--- config.mk ---
export PLATFORM = sky130hd
export DESIGN_NAME = flash_irq_status
export DESIGN_NICKNAME = d
export VERILOG_FILES = /design/src/rtl/fis_pkg.sv /design/src/rtl/fis_cmd_gate.sv /design/src/rtl/fis_int_word.sv /design/src/rtl/fis_status_word.sv /design/src/rtl/fis_cfg.sv /design/src/rtl/flash_irq_status.sv
export SDC_FILE = /design/constraint.sdc
export NUM_CORES = 1
export LEC_CHECK = 0
export ABC_CLOCK_PERIOD_IN_PS = 2650
export CORE_MARGIN = 2
export CORE_UTILIZATION = 40
export CTS_CLUSTER_DIAMETER = 150
export DETAILED_ROUTE_END_ITERATION = 8
export PLACE_DENSITY = 0.88
export SYNTH_ARGS = -nofsm -noshare
export SYNTH_HDL_FRONTEND = slang
export SYNTH_SLANG_ARGS = --single-unit
--- constraint.sdc ---
create_clock -name clk_i -period 2.65 [get_ports clk_i]
set_input_delay 0.53 -clock clk_i [delete_from_list [all_inputs] [get_ports clk_i]]
set_output_delay 0.53 -clock clk_i [all_outputs]
set_load 0.01 [all_outputs]
--- src/rtl/fis_pkg.sv ---
package fis_pkg;
  localparam int WORD_W = 16;
  localparam int ERR_N  = 4;

  localparam int BIT_MST = 15;
  localparam int BIT_RST = 4;
  localparam int BIT_ERA = 5;
  localparam int BIT_PRG = 6;
  localparam int BIT_LD  = 7;

  localparam int ERR_LSB = 10;  // cmd, erase, prog, load upward

  localparam int CFG_POL = 6;
  localparam int CFG_RDY = 7;

  localparam logic [WORD_W-1:0] INT_COLD = 16'h8080;
  localparam logic [WORD_W-1:0] INT_WARM = 16'h8010;
  localparam logic [WORD_W-1:0] CFG_INIT = 16'h40C0;

  typedef enum logic [1:0] {
    SEL_INT  = 2'd0,
    SEL_CFG  = 2'd1,
    SEL_CMD  = 2'd2,
    SEL_NONE = 2'd3
  } wr_sel_e;

  typedef struct packed {
    logic ld;
    logic prg;
    logic era;
    logic rst;
    logic done;
  } evt_t;

  typedef struct packed {
    logic ld;
    logic prg;
    logic era;
    logic cmd;
  } err_t;

  function automatic logic cmd_known(input logic [WORD_W-1:0] c);
    case (c)
      16'h0000, 16'h0013, 16'h0080, 16'h001A, 16'h001B,
      16'h0023, 16'h0027, 16'h002A, 16'h002C, 16'h0071,
      16'h0094, 16'h0095, 16'h00B0, 16'h0030, 16'h00F0,
      16'h00F3, 16'h0065: return 1'b1;
      default:            return 1'b0;
    endcase
  endfunction
endpackage

--- src/rtl/fis_cmd_gate.sv ---
module fis_cmd_gate
  import fis_pkg::*;
(
  input  logic              clk_i,
  input  logic              rst_ni,
  input  logic              wr_cmd_i,
  input  logic [WORD_W-1:0] data_i,
  input  logic              master_i,
  output logic              cmd_valid_o,
  output logic [WORD_W-1:0] cmd_code_o,
  output logic              cmd_bad_o
);
  logic accept;

  assign accept      = wr_cmd_i & ~master_i;
  assign cmd_valid_o = accept & cmd_known(data_i);
  assign cmd_bad_o   = accept & ~cmd_known(data_i);
  assign cmd_code_o  = data_i;

  p_blocked_r10: assert property (@(posedge clk_i) disable iff (!rst_ni)
    master_i |-> !(cmd_valid_o || cmd_bad_o));
  p_exclusive_r12: assert property (@(posedge clk_i) disable iff (!rst_ni)
    !(cmd_valid_o && cmd_bad_o));
endmodule

--- src/rtl/fis_int_word.sv ---
module fis_int_word
  import fis_pkg::*;
(
  input  logic              clk_i,
  input  logic              rst_ni,
  input  logic              warm_i,
  input  logic              wr_i,
  input  logic [WORD_W-1:0] data_i,
  input  evt_t              evt_i,
  input  logic              bad_cmd_i,
  output logic [WORD_W-1:0] int_o,
  output logic              err_clr_o
);
  logic [WORD_W-1:0] int_q, base, set_mask, int_d;
  logic              any_evt;

  assign any_evt = (|evt_i) | bad_cmd_i;

  always_comb begin
    set_mask          = '0;
    set_mask[BIT_MST] = any_evt;
    set_mask[BIT_LD]  = evt_i.ld;
    set_mask[BIT_PRG] = evt_i.prg;
    set_mask[BIT_ERA] = evt_i.era;
    set_mask[BIT_RST] = evt_i.rst;
    base              = wr_i ? (int_q & data_i) : int_q;
    int_d             = base | set_mask;  // events win over a same-cycle clear
  end

  always_ff @(posedge clk_i or negedge rst_ni) begin
    if (!rst_ni)     int_q <= INT_COLD;
    else if (warm_i) int_q <= INT_WARM;
    else             int_q <= int_d;
  end

  assign int_o     = int_q;
  assign err_clr_o = wr_i & ~int_d[BIT_MST];

  p_no_spurious_set_r3: assert property (@(posedge clk_i) disable iff (!rst_ni)
    (!warm_i && !any_evt) |=> ((int_q & ~$past(int_q)) == '0));
  p_evt_sets_master_r3: assert property (@(posedge clk_i) disable iff (!rst_ni)
    (!warm_i && (|evt_i)) |=> int_q[BIT_MST]);
  p_and_clears_r5: assert property (@(posedge clk_i) disable iff (!rst_ni)
    (wr_i && !warm_i && !any_evt) |=> ((int_q & ~$past(data_i)) == '0));
  p_warm_value_r2: assert property (@(posedge clk_i) disable iff (!rst_ni)
    warm_i |=> (int_q == INT_WARM));
endmodule

--- src/rtl/fis_status_word.sv ---
module fis_status_word
  import fis_pkg::*;
(
  input  logic              clk_i,
  input  logic              rst_ni,
  input  logic              warm_i,
  input  err_t              err_set_i,
  input  logic              clr_i,
  output logic [WORD_W-1:0] status_o
);
  logic [ERR_N-1:0] err_q, err_d;

  always_comb begin
    err_d = clr_i ? '0 : err_q;
    err_d = err_d | err_set_i;
  end

  always_ff @(posedge clk_i or negedge rst_ni) begin
    if (!rst_ni)     err_q <= '0;
    else if (warm_i) err_q <= '0;
    else             err_q <= err_d;
  end

  always_comb begin
    status_o = '0;
    status_o[ERR_LSB +: ERR_N] = err_q;
  end

  p_err_clear_r6: assert property (@(posedge clk_i) disable iff (!rst_ni)
    (clr_i && (err_set_i == '0) && !warm_i) |=> (status_o[ERR_LSB +: ERR_N] == '0));
  p_err_sticky_r4: assert property (@(posedge clk_i) disable iff (!rst_ni)
    (!clr_i && !warm_i) |=> (($past(err_q) & ~err_q) == '0));
endmodule

--- src/rtl/fis_cfg.sv ---
module fis_cfg
  import fis_pkg::*;
(
  input  logic              clk_i,
  input  logic              rst_ni,
  input  logic              warm_i,
  input  logic              wr_i,
  input  logic [WORD_W-1:0] data_i,
  input  logic              master_i,
  output logic [WORD_W-1:0] cfg_o,
  output logic              rdy_o,
  output logic              irq_o
);
  logic [WORD_W-1:0] cfg_q;
  logic              rdy_q;

  always_ff @(posedge clk_i or negedge rst_ni) begin
    if (!rst_ni) begin
      cfg_q <= CFG_INIT;
      rdy_q <= 1'b1;
    end else if (warm_i) begin
      cfg_q <= CFG_INIT;
      rdy_q <= 1'b1;
    end else if (wr_i) begin
      cfg_q <= data_i;
      rdy_q <= data_i[CFG_RDY];
    end
  end

  assign cfg_o = cfg_q;
  assign rdy_o = rdy_q;
  assign irq_o = master_i ^ ~cfg_q[CFG_POL];

  p_rdy_follows_r9: assert property (@(posedge clk_i) disable iff (!rst_ni)
    (wr_i && !warm_i) |=> (rdy_o == $past(data_i[CFG_RDY])));
  p_rdy_hold_r9: assert property (@(posedge clk_i) disable iff (!rst_ni)
    (!wr_i && !warm_i) |=> $stable(rdy_o));
endmodule

--- src/rtl/flash_irq_status.sv ---
module flash_irq_status
  import fis_pkg::*;
(
  input  logic              clk_i,
  input  logic              rst_ni,
  input  logic              warm_rst_i,
  input  logic              wr_en_i,
  input  logic [1:0]        wr_sel_i,
  input  logic [WORD_W-1:0] wr_data_i,
  input  logic              evt_load_i,
  input  logic              evt_prog_i,
  input  logic              evt_erase_i,
  input  logic              evt_reset_i,
  input  logic              evt_done_i,
  input  logic              err_cmd_i,
  input  logic              err_erase_i,
  input  logic              err_prog_i,
  input  logic              err_load_i,
  output logic [WORD_W-1:0] int_word_o,
  output logic [WORD_W-1:0] status_word_o,
  output logic [WORD_W-1:0] cfg_word_o,
  output logic              irq_o,
  output logic              ready_o,
  output logic              cmd_valid_o,
  output logic [WORD_W-1:0] cmd_code_o
);
  wr_sel_e sel;
  evt_t    evt;
  err_t    err_in, err_set;
  logic    wr_int, wr_cfg, wr_cmd, cmd_bad, err_clr, any_evt;
  logic [WORD_W-1:0] int_w;

  assign sel    = wr_sel_e'(wr_sel_i);
  assign wr_int = wr_en_i && (sel == SEL_INT);
  assign wr_cfg = wr_en_i && (sel == SEL_CFG);
  assign wr_cmd = wr_en_i && (sel == SEL_CMD);

  assign evt     = '{ld: evt_load_i, prg: evt_prog_i, era: evt_erase_i,
                     rst: evt_reset_i, done: evt_done_i};
  assign err_in  = '{ld: err_load_i, prg: err_prog_i, era: err_erase_i,
                     cmd: err_cmd_i};
  assign any_evt = |evt;

  // flags only count when they ride on a completion pulse
  always_comb begin
    err_set     = any_evt ? err_in : '0;
    err_set.cmd = err_set.cmd | cmd_bad;
  end

  fis_cmd_gate u_gate (
    .clk_i       (clk_i),
    .rst_ni      (rst_ni),
    .wr_cmd_i    (wr_cmd),
    .data_i      (wr_data_i),
    .master_i    (int_w[BIT_MST]),
    .cmd_valid_o (cmd_valid_o),
    .cmd_code_o  (cmd_code_o),
    .cmd_bad_o   (cmd_bad)
  );

  fis_int_word u_int (
    .clk_i     (clk_i),
    .rst_ni    (rst_ni),
    .warm_i    (warm_rst_i),
    .wr_i      (wr_int),
    .data_i    (wr_data_i),
    .evt_i     (evt),
    .bad_cmd_i (cmd_bad),
    .int_o     (int_w),
    .err_clr_o (err_clr)
  );

  fis_status_word u_stat (
    .clk_i     (clk_i),
    .rst_ni    (rst_ni),
    .warm_i    (warm_rst_i),
    .err_set_i (err_set),
    .clr_i     (err_clr),
    .status_o  (status_word_o)
  );

  fis_cfg u_cfg (
    .clk_i    (clk_i),
    .rst_ni   (rst_ni),
    .warm_i   (warm_rst_i),
    .wr_i     (wr_cfg),
    .data_i   (wr_data_i),
    .master_i (int_w[BIT_MST]),
    .cfg_o    (cfg_word_o),
    .rdy_o    (ready_o),
    .irq_o    (irq_o)
  );

  assign int_word_o = int_w;

  p_bad_cmd_flags_r12: assert property (@(posedge clk_i) disable iff (!rst_ni)
    (cmd_bad && !warm_rst_i) |=> (int_word_o[BIT_MST] && status_word_o[ERR_LSB]));
  p_event_beats_clear_r7: assert property (@(posedge clk_i) disable iff (!rst_ni)
    (wr_int && any_evt && !warm_rst_i) |=> int_word_o[BIT_MST]);
endmodule

==> results.cfg <==
[timing]
rsz0062_at_grt = no
fin_crit_sh = 0.9847
fin_ws_ps = 40.51
drv_slew = 0
fin_crit_ps = 2609
fmax_ghz = 0.3832
relSlewSlack = 0.4619
worst-slew-pin-transition_ps = 805.5
finalSetupViolCount = 0
hold_viol = 0
finClkSkew_ps = 5.640

[place]
placed_area_um2 = 2843
post-place-ws_ps = -737.2
hpwlAfterDp_mm = 4.103
place_congestion = 0.8610
dp_cells = 329
port_buffers = 85

[floorplan]
die_h_um = 73.25
io_pins = 98
core_um2 = 4661
placementRows = 25
die-area_um2 = 5365
initial_core_util = 0.4115
die_x_um = 73.25

[clock_tree]
ctsHtreeMaxLevel = 2
clkLatencyLatePin_ps = 280
numCtsBuffers = 5
path_clk_slew_ps = 70
numClockSinks = 36
cts_buffer_depth = 2
cts_tree = yes
cts-root-buf = clkbuf_8

[routing]
viasPerCell = 5.196
dr.pass1.iters = 4
drc_errors = 0
drt-initial-drc-count = 107
wirelength_mm = 6.150
vias = 1860
wl_per_cell_um = 17.18
postRouteAntennaNets = 0

[logic_synthesis]
ys_ff_latch = 36
yosys_warnings = 0
synthDistinctLibCells = 41
syn_area_um2 = 1918
synth_area_per_cell_um2 = 10.31
synthCells = 186
yosysSeqAreaShare = 0.4729

[critical_path]
critical_path.cell_chain = clkdlybuf4s15_1 > or4_4 > nor2_4 > o21ai_2 > buf_4 > buf_4 > buf_4 > buf_4 > buf_4 > buf_4 > buf_4 > buf_4 > nand4_1 > o21ai_1
worstPathRequired_ps = 2820
cp_slowest_stage_delay_ps = 530
crit_buf_inv = 9
crit_family = buffers and inverters
cp_data_arrival_time_ps = 2780
crit_path_start_kind = primary input
worstSetupPathType = primary input to register
worstSetupEndpointType = register
r2r_slack_ps = 1080
cp_common_cell = buf_4
critPathSlowestCell = or4_4
worstPathMaxFanout = 5

[global_routing]
grt_usage = 0.2253
grt_start_max_net_pins = 37
grt_pass1_vias = 1816
overflow = 0
antenna_found_initial = 0
grt_pass1_wl_mm = 9.080

[final_layout]
nets = 334
num_antenna_cells = 0
syn_to_final_growth_pct = 67.25
most-common-layout-cells = clkdlybuf4s50_1, buf_4, dfrtp_1
post-route-util = 0.6883
final_common_cell = clkdlybuf4s50_1
stdcell_count = 358
drive_above_1_share = 0.3191
final_area_um2 = 3208

[power]
leakage_uw = 0.001425
power.density_nw_per_um2 = 410.3
peakVddDrop_v = 0.0003076

[run_status]
outcome = completed

[worst_hold_path]
min_path_type = primary input to asynchronous set/reset pin

[run]
maxCapViolCount = 0
-- per-stage QoR --
step,setup TNS [ps],total power [uW],hold WS (ps)
2_1_floorplan,0,698.1,234.4
3_3_place_gp,-643.7,833.9,478.1
3_5_place_dp,-737.2,837.5,480.5
4_1_cts,0,1305,347.0
5_1_grt,0,1362,383.0
6_report,0,1316,325.0
-- worst reg2reg max path: stages (launching register included) --
cell and delay [ps]:
dfstp_2 400, nor2_1 100, nand3_1 140, buf_4 180, a311oi_1 320, nand4_1 230
o21ai_1 130
-- cell type report --
class	count	area (um2)
timing repair buffer	140	1220
sequential	36	907.1
clock buffer	6	72.57
fill	348	1453
tap	54	67.56
inverter	3	11.26
multi-input combinational	117	894.6
clock inverter	2	35.03
-- flip-flops by register name, summed over array words and instances, names as in the netlist --
| name | count |
|---|---|
| u_cfg.rdy_o | 1 |
| u_stat.err_q | 4 |
| u_int.int_o | 16 |
| u_cfg.cfg_o | 15 |
-- cell usage after synthesis --
library cell	count	share of area
or4_1	3	0.012
nor4_1	1	0.0033
buf_2	3	0.0078
clkbuf_1	6	0.012
a211oi_1	1	0.0039
a2111oi_4	1	0.014
dfstp_2	5	0.068
o21ai_1	3	0.0078
a22o_1	13	0.059
o22a_1	3	0.014
o311ai_1	1	0.0046
nand3_1	3	0.0078
nor2_2	1	0.0033
buf_4	30	0.12
a22oi_1	4	0.016
a311oi_1	1	0.0046
nand3b_1	1	0.0039
nand4_1	3	0.0098
a211o_1	1	0.0046
buf_6	2	0.012
xnor2_1	3	0.014
o221ai_1	1	0.0046
nor3b_1	13	0.051
or4_4	1	0.0059
o211ai_1	2	0.0078
a21oi_1	3	0.0078
o21ai_0	4	0.010
inv_1	3	0.0059
nor3_1	2	0.0052
and2b_1	1	0.0039
nor4bb_1	2	0.010
nor2_1	20	0.039
and3_1	1	0.0033
nand2b_1	1	0.0033
nand4bb_1	2	0.012
or2_2	1	0.0033
nor2b_1	2	0.0065
conb_1	1	0.0020
or3b_1	1	0.0046
dfrtp_1	31	0.40
nand2_1	5	0.0098
-- final timing paths --
check                                          start                          end  depth (start not counted)
setup / recovery                       wr_data_i[11]    u_stat.err_q[0]$_DFF_PN0_                         14
hold / removal                                rst_ni  u_cfg.cfg_o[10]$_DFFE_PN0P_                          1
setup reg to reg           u_int.int_o[15]$_DFF_PN1_    u_stat.err_q[0]$_DFF_PN0_                          6
hold reg to reg             u_int.int_o[7]$_DFF_PN1_     u_int.int_o[7]$_DFF_PN1_                          2
max in group asynchronous                     rst_ni   u_int.int_o[9]$_DFFE_PN0P_                          1
min in group clk_i          u_int.int_o[7]$_DFF_PN1_     u_int.int_o[7]$_DFF_PN1_                          2
-- where the power goes --
part	switching, uW	internal (uW)
logic	130	141
registers	9.48	567
clock network	189	279
-- per-layer routing --
metal  up-vias  wire length, um  GRT usage
li1        854                -          -
met1       899             2461     0.2867
met2        97             3168     0.3704
met3        10              426    0.06077
met4         0               93    0.07407
met5         -                0          0
-- logic make-up (layout without fill, tap and decap cells) --
family	count (synthesis)	in the layout	synth area share
simple gates	64	64	0.1977
other cells	1	12	0.001955
buf+inv	44	151	0.1546
compound gates	38	38	0.1592
xor+xnor	3	3	0.01370
flops	36	36	0.4729
-- repair_timing --
item	in CTS	in global routing
endpoints found under the setup margin	1	3
hold buffers	0	0
setup buffers	15	6
gates resized for setup	42	26
pin swaps	14	10
No activity file was read; power rests on OpenSTA's default activity.
